[src/rtl/lpc_pkg.sv]
package lpc_pkg;
    typedef enum logic {
        MODE_BYPASS = 1'b0,
        MODE_COMB   = 1'b1
    } mode_e;

    typedef enum logic [1:0] {
        FLD_IDLE  = 2'd0,
        FLD_LINES = 2'd1,
        FLD_ARMED = 2'd2
    } fld_e;

    typedef enum logic [1:0] {
        DIV_OFF  = 2'd0,
        DIV_RUN  = 2'd1,
        DIV_HOLD = 2'd2
    } div_e;
endpackage

[src/rtl/lpc_edge_sync.sv]
// Multi-stage synchronizer with a rising-edge strobe.
module lpc_edge_sync #(
    parameter int STAGES = 2
) (
    input  logic clk,
    input  logic rst_n,
    input  logic din,
    output logic rise
);
    localparam int LAST = STAGES;

    logic [LAST:0] chain_q;

    always_ff @(posedge clk or negedge rst_n) begin
        if (!rst_n) begin
            chain_q <= '0;
        end else begin
            chain_q <= {chain_q[LAST-1:0], din};
        end
    end

    // The edge is taken between the last synchronizer stage and the delay flop.
    assign rise = chain_q[LAST-1] & ~chain_q[LAST];
endmodule

[src/rtl/lpc_mode_fsm.sv]
// Bypass/comb mode state machine.
module lpc_mode_fsm
    import lpc_pkg::*;
(
    input  logic clk,
    input  logic rst_n,
    input  logic bypass_sel,
    output logic comb
);
    mode_e state_q, state_d;

    always_ff @(posedge clk or negedge rst_n) begin
        if (!rst_n) state_q <= MODE_BYPASS;
        else        state_q <= state_d;
    end

    always_comb begin
        state_d = state_q;
        unique case (state_q)
            MODE_BYPASS: if (!bypass_sel) state_d = MODE_COMB;
            MODE_COMB:   if (bypass_sel)  state_d = MODE_BYPASS;
            default:     state_d = MODE_BYPASS;
        endcase
    end

    always_comb comb = (state_q == MODE_COMB);
endmodule

[src/rtl/lpc_field_seq.sv]
// Line parity tracking, stall requests and the per-field start pulse.
module lpc_field_seq
    import lpc_pkg::*;
(
    input  logic clk,
    input  logic rst_n,
    input  logic comb,
    input  logic h_rise,
    input  logic v_rise,
    output logic stall_req,
    output logic dl_start
);
    fld_e state_q, state_d;
    logic par_q, par_d;
    logic stall_q, stall_d;
    logic start_q, start_d;

    always_ff @(posedge clk or negedge rst_n) begin
        if (!rst_n) begin
            state_q <= FLD_IDLE;
            par_q   <= 1'b0;
            stall_q <= 1'b0;
            start_q <= 1'b0;
        end else begin
            state_q <= state_d;
            par_q   <= par_d;
            stall_q <= stall_d;
            start_q <= start_d;
        end
    end

    always_comb begin
        state_d = state_q;
        par_d   = par_q;
        stall_d = 1'b0;
        start_d = 1'b0;
        unique case (state_q)
            FLD_IDLE: begin
                par_d = 1'b0;
                if (comb) state_d = FLD_LINES;
            end
            FLD_LINES: begin
                if (!comb) begin
                    state_d = FLD_IDLE;
                    par_d   = 1'b0;
                end else if (v_rise) begin
                    state_d = FLD_ARMED;
                end else if (h_rise) begin
                    par_d   = ~par_q;
                    stall_d = ~par_q;
                end
            end
            FLD_ARMED: begin
                if (!comb) begin
                    state_d = FLD_IDLE;
                    par_d   = 1'b0;
                end else if (h_rise) begin
                    state_d = FLD_LINES;
                    par_d   = 1'b0;
                    start_d = 1'b1;
                end
            end
            default: begin
                state_d = FLD_IDLE;
                par_d   = 1'b0;
            end
        endcase
    end

    always_comb begin
        stall_req = stall_q;
        dl_start  = start_q;
    end
endmodule

[src/rtl/lpc_phase_div.sv]
// Divide-by-two with a one-cycle hold for the phase jump.
module lpc_phase_div
    import lpc_pkg::*;
(
    input  logic clk,
    input  logic rst_n,
    input  logic comb,
    input  logic stall_req,
    output logic div_clk,
    output logic hold
);
    div_e state_q, state_d;
    logic clk_q, clk_d;

    always_ff @(posedge clk or negedge rst_n) begin
        if (!rst_n) begin
            state_q <= DIV_OFF;
            clk_q   <= 1'b0;
        end else begin
            state_q <= state_d;
            clk_q   <= clk_d;
        end
    end

    always_comb begin
        state_d = state_q;
        clk_d   = clk_q;
        unique case (state_q)
            DIV_OFF: begin
                clk_d = 1'b0;
                if (comb) state_d = DIV_RUN;
            end
            DIV_RUN: begin
                if (!comb) begin
                    state_d = DIV_OFF;
                    clk_d   = 1'b0;
                end else if (stall_req) begin
                    state_d = DIV_HOLD;
                end else begin
                    clk_d = ~clk_q;
                end
            end
            DIV_HOLD: begin
                // A request seen here is dropped: no second skipped cycle.
                if (!comb) begin
                    state_d = DIV_OFF;
                    clk_d   = 1'b0;
                end else begin
                    state_d = DIV_RUN;
                    clk_d   = ~clk_q;
                end
            end
            default: begin
                state_d = DIV_OFF;
                clk_d   = 1'b0;
            end
        endcase
    end

    always_comb begin
        div_clk = clk_q;
        hold    = (state_q == DIV_HOLD);
    end
endmodule

[src/rtl/line_phase_clkdiv.sv]
module line_phase_clkdiv #(
    parameter int SYNC_STAGES = 2
) (
    input  logic clk_mck,
    input  logic rst_n,
    input  logic hsync_det,
    input  logic vsync_det,
    input  logic bypass_sel,
    output logic sys_clk,
    output logic dl_start,
    output logic comb_active
);
    localparam int N_SYNC = 2;

    logic [N_SYNC-1:0] raw_in;
    logic [N_SYNC-1:0] rise_v;
    logic comb;
    logic stall_req;
    logic div_hold;

    assign raw_in = {vsync_det, hsync_det};

    for (genvar g = 0; g < N_SYNC; g++) begin : g_sync
        lpc_edge_sync #(.STAGES(SYNC_STAGES)) u_sync (
            .clk  (clk_mck),
            .rst_n(rst_n),
            .din  (raw_in[g]),
            .rise (rise_v[g])
        );
    end

    lpc_mode_fsm u_mode (
        .clk       (clk_mck),
        .rst_n     (rst_n),
        .bypass_sel(bypass_sel),
        .comb      (comb)
    );

    lpc_field_seq u_field (
        .clk      (clk_mck),
        .rst_n    (rst_n),
        .comb     (comb),
        .h_rise   (rise_v[0]),
        .v_rise   (rise_v[1]),
        .stall_req(stall_req),
        .dl_start (dl_start)
    );

    lpc_phase_div u_div (
        .clk      (clk_mck),
        .rst_n    (rst_n),
        .comb     (comb),
        .stall_req(stall_req),
        .div_clk  (sys_clk),
        .hold     (div_hold)
    );

    assign comb_active = comb;
endmodule

[config.mk]
export PLATFORM = sky130hd
export DESIGN_NAME = line_phase_clkdiv
export DESIGN_NICKNAME = d
export VERILOG_FILES = /design/src/rtl/lpc_pkg.sv /design/src/rtl/lpc_edge_sync.sv /design/src/rtl/lpc_mode_fsm.sv /design/src/rtl/lpc_field_seq.sv /design/src/rtl/lpc_phase_div.sv /design/src/rtl/line_phase_clkdiv.sv
export SDC_FILE = /design/constraint.sdc
export NUM_CORES = 1
export LEC_CHECK = 0
export BUFFER_PORTS_ARGS = -buffer_cell sky130_fd_sc_hd__buf_2
export CAP_MARGIN = 40
export CELL_PAD_IN_SITES_DETAIL_PLACEMENT = 0
export CELL_PAD_IN_SITES_GLOBAL_PLACEMENT = 1
export CORE_UTILIZATION = 42
export CTS_CLUSTER_SIZE = 28
export DETAILED_ROUTE_END_ITERATION = 6
export GPL_TIMING_DRIVEN = 1
export HOLD_SLACK_MARGIN = 0.06
export MAX_ROUTING_LAYER = met4
export PLACE_DENSITY = 0.78
export SLEW_MARGIN = 5
export SYNTH_ARGS = -nofsm -noshare
export SYNTH_HDL_FRONTEND = slang
export SYNTH_SLANG_ARGS = --single-unit
[constraint.sdc]
create_clock -name clk_mck -period 1.32 [get_ports clk_mck]
set_input_delay 0 -clock clk_mck [delete_from_list [all_inputs] [get_ports clk_mck]]
set_output_delay 0 -clock clk_mck [all_outputs]
set_load 0.02 [all_outputs]
; ---- Word-level counts from Yosys, hierarchy flattened
; Index checks and enable logic that the tools add are counted.
[classes]
addsub = 0
multipliers = 0
div = 0
n_lt_le_gt_ge = 0
eq_ne = 12
n_shift = 0
n_mux = 28
bitwise = 6
reduce_logical = 5
[ops]
columns = operator, count
row1 = "3-bit != test, second input constant", 6
row2 = 1-bit two-way mux, 17
row3 = 2-bit two-way mux, 7
row4 = 2-bit one-hot mux with 3 select lines, 2
row5 = 3-bit AND reduction, 2
row6 = "2-bit by 1-bit == test with 1-bit output, second input constant", 2
row7 = "2-bit == test, second input constant", 2
row8 = 2-bit zero test, 2
row9 = "2-bit != test, second input constant", 2
row10 = 1-bit inverter, 4
row11 = 1-bit one-hot mux with 2 select lines, 2
row12 = 1-bit AND, 2
row13 = 2-bit AND reduction, 1
[totals]
reg_bits = 15
latch_bits = 0
ramBits = 0
rom_bits = 0
input_bits = 5
out_inout_bits = 3
word_cells = 60
memories = 0

; ---- Logic depth before layout (Yosys ltp)
[logic_depth]
ltp_word = 6
mapped_depth = 5
ltp_nobuf = 5

; ---- Hierarchy
; Synthesis repeated with hierarchy kept, for this count alone.
[hier_totals]
hier_cells = 52
area_unflattened_um2 = 659.4
[modules_own_cells]
columns = mod, instances, cells_each, area_each_um2, seq_area_each_um2
row1 = lpc_field_seq, 1, 19, 226.5, 125.1
row2 = lpc_phase_div, 1, 23, 226.5, 75.1
row3 = lpc_edge_sync, 2, 4, 88.8, 75.1
row4 = lpc_mode_fsm, 1, 2, 28.8, 25.0

; ---- Least setup slack after synthesis
; OpenSTA, ideal clock, no wires.
[synth_path]
kind = flip-flop to flip-flop
from = register g_sync[0].u_sync.chain_q[2]
to = register u_field.par_q
setup_ps = 82
t_arrival_ps = 1119
t_required_ps = 1238
setup_slack_ps = 120
stages_incl_launch_ff = 4
path_buffers = 0
period_less_slack_ps = 1200
cell_sequence = dfrtp_1 -> nand2b_4 -> or4b_1 -> a31oi_1
[synth_via]
elab_chain_len = 4
word_cells_on_any_way = 5
classes_between = eq/ne (2) / bitwise (2) / reduce/logical (1)
[synth_rtl]
columns = item, line
row1 = from (decl), lpc_edge_sync.sv:12  ; logic [LAST:0] chain_q;
row2 = from (signal assigned), lpc_edge_sync.sv:18  ; chain_q <= {chain_q[LAST-1:0], din};
row3 = 1-bit inverter *, lpc_edge_sync.sv:23  ; assign rise = chain_q[LAST-1] & ~chain_q[LAST];
row4 = 1-bit AND *, lpc_edge_sync.sv:23
row5 = 3-bit != test (no line), -
row6 = 3-bit AND reduction (no line) *, -
row7 = to (signal assigned), lpc_field_seq.sv:26  ; par_q <= par_d;
row8 = to (decl), lpc_field_seq.sv:14  ; logic par_q, par_d;
; Every way passes the cells marked *; elsewhere a longest branch is shown, timed or not.
; A chain may end at the register's enable or synchronous reset.

; ---- Final worst setup path
[layout_path]
from = register g_sync[1].u_sync.chain_q[1]
to = register u_field.par_q
[layout_via]
elab_chain_len = 3
[layout_rtl]
columns = item, line
row1 = from (decl), lpc_edge_sync.sv:12
row2 = from (signal assigned), lpc_edge_sync.sv:18
row3 = 1-bit AND, lpc_edge_sync.sv:23
row4 = 3-bit != test (no line), -
row5 = 3-bit AND reduction (no line), -
; No other way between the ends.

==> metrics.csv <==
metric,value,unit
design.die.area,1640,um2
hold_path_class,input pin to async pin,
synth_area_in_adders,8.06,%
grt_first_pass_wirelength,1620,um
nature_of_the_critical_path_startpoint,register,
finalHoldViolations,0,
area_delta_synth_final,26.4,%
synthesized_area_fraction_occupied_by_ao_oa_aoi_and_oai_cells,9.27,%
postSynthCellCount,51,
layout_worst_path_cycle_share,96.3,%
r2r_cells,3,
power.density,1270,nW/um2
firstDrtPassIters,2,
site_rows,13,
synth_largest_type_area_fraction,60.5,%
leakage,0.381,nW
layout.nets,81,
endpoint_kind,register,
tritoncts,done,
unrepaired_setup_endpoints_after_global_routing,yes,
crit-reg2reg-launch,g_sync[1].u_sync.chain_q[1],
vias_in_the_first_global_route,383,
cts_bufs_inserted,3,
synth_top_cells_by_area,"dfrtp_1 (60%), ha_1 (8.1%), a21oi_1 (2.4%), inv_1 (2.4%), nand2_1 (2.4%)",
worst-endpoint-required,1530,ps
grt_antenna_before_repair,0,
clockRootBuffer,clkbuf_4,
reg2reg_setup_slack,50,ps
dp_hpwl,712,um
grt_start_max_net_pins,16,
final_skew,6.51,ps
synth-seq-cells,15,
synth-edff-count,0,
totalNegativeSetupSlack,0,ps
worst_path_max_delay_cell,or4b_4,
timing.final.max_slew_violations,0,
detail_route.wl_per_cell,12.3,um
yosys.cell_count.top_type,dfrtp_1,
port-buffer-count,7,
clockBufferDepth,2,
synthXorXnorAreaFrac,0,%
finalNonFillerCells,86,
ys_async_sr_fraction,100,%
netlist_area,621,um2
vias,443,
cts.reportedPaths.clkPinSlew,90,ps
outcome,finished clean,
max-cap-violations,0,
max-vdd-ir-drop,778,uV
cp.arrival,1480,ps
ys.flop_type,dfrtp_1,
antenna-diode-count,0,
worst_path_max_fanout,4,
synth.top_cells.by_count,"dfrtp_1 (15), ha_1 (4), inv_1 (4), nand2_1 (4)",
utilization,58.8,%
finalCriticalPeriod,1270,ps
maxSlewHeadroom,78.6,%
drcViolationCount,0,
muxShareOfSynthArea,0,%
worst_slew_pin_slew,321,ps
vias_per_cell,5.15,
synth.yosys.warnings,0,
cts_max_level,1,
synth_simple_gate_area_share,19.8,%
gp_routability_congestion,0.652,
maximum_cell_stage_delay_along_the_critical_path,490,ps
design_power_total,0.000996,W
global_route.usage.total,17.0,%
setup_violations_final,0,
crit_type,register to register,
crit_start,g_sync[1].u_sync.chain_q[1],
crit_path_cell_trace,"nor2b_1, or4b_4, a31oi_1",
die_height,40.4,um
regToRegEndpoint,u_field.par_q,
postSynthAreaPerCell,12.2,um2
insertion_delay,280,ps
initial_utilization,46.5,%
synth_top_area_cell,dfrtp_1,
main_combinational_cell_family_by_area_after_synthesis,simple AND/OR/NAND/NOR gates,
detailedRoute.firstIterationViolations,6,
clock_sinks,15,
achievable-frequency,787,MHz
fraction_of_the_yosys_area_taken_by_sequential_cells,60.5,%
drive_gt1_share,28.2,%
worst_hold_slack,139,ps
postSynthNetCount,60,
placed_cells,74,
core_region_area,1330,um2
routed_wl,1060,um
die_w,40.4,um
drt.antenna.violating_nets,0,
design.portCount,8,
yosysUniqueCellTypes,20,
overflow,0,
nFillCells,120,
## cell families (layout without fill, tap and decap cells)
family	after synthesis	in the layout
buffers and inverters	4	24
AOI/OAI and AO/OA	9	9
adders and majority gates	4	4
DFF	15	15
and+or+nand+nor	19	19
## stage by stage
stage	worst slack, ps	instance area (um2)
2_1_floorplan	120	621
3_3_place_gp	99.1	682
3_5_place_dp	65.3	682
4_1_cts	47.3	749
5_1_grt	-11.2	785
6_report	49.2	785
## worst max path at each step
| stage | cells past startpoint | endpoint | slack, ps |
|---|---|---|---|
| 3_5_place_dp | 3 | u_field.par_q | 70 |
| 4_1_cts | 3 | u_field.par_q | 50 |
| 5_1_grt | 3 | u_field.par_q | -10 |
| 3_3_place_gp | 3 | u_field.par_q | 100 |
| 6_report | 3 | u_field.par_q | 50 |
| 2_1_floorplan | 3 | u_field.par_q | 120 |
## critical path: cells and delay by family, from the launching register on
kind / cells / cell delay, ps
AND/OR/NAND/NOR: 2 / 660
flip-flops: 1 / 380
AO/OA/AOI/OAI: 1 / 170
## power breakdown
group	switching [W]	total [W]	leakage [nW]	internal, W
registers	0.0000369	0.000538	0.187	0.000501
clock network	0.000136	0.000248	0.0177	0.000112
logic	0.000110	0.000210	0.176	0.000100
## layout by cell type, fill, tap and decap left out, drive strengths merged, types with 2 or more instances in the layout
master / instances
dfrtp: 15
buf: 12
inv: 4
nand2: 4
ha: 4
dlygate4sd3: 4
nor2: 3
a21oi: 3
clkbuf: 3
nor2b: 3
nand3: 2
o211ai: 2
nand3b: 2
## layer usage
metal | vias up | GRT usage, % | part of all wire (%)
met1 | 213 | 19.0 | 47
met2 | 12 | 25.4 | 48
met5 | - | - | 0
met3 | 2 | 8.33 | 4.7
met4 | 0 | 7.50 | 0.76
li1 | 216 | - | -
## cell type report
class / count / area, um2 / area share, %
flip-flops and latches: 15 / 377 / 48.0
inverters: 4 / 15.0 / 1.91
repair buffers: 16 / 113 / 14.4
clock inverters: 1 / 5.00 / 0.638
clock buffers: 3 / 22.5 / 2.87
multi-input cells: 32 / 234 / 29.8
well taps: 15 / 18.8 / 2.39
## repair_timing
item / 4_1_cts / 5_1_grt
resized for setup: 0 / 2
setup buffers: 0 / 4
endpoints found under the setup margin: 0 / 2
endpoints found under the hold margin: 18 / 0
hold buffers: 4 / 0
## state kept, by name, summed over array words and instances, names as in the netlist
name,flops
g_sync.u_sync.chain_q,6
u_div.state_q,2
u_field.stall_req,1
u_field.state_q,2
u_field.par_q,1
u_div.div_clk,1
u_mode.comb,1
u_field.dl_start,1
No activity file was read; power rests on OpenSTA's default activity.
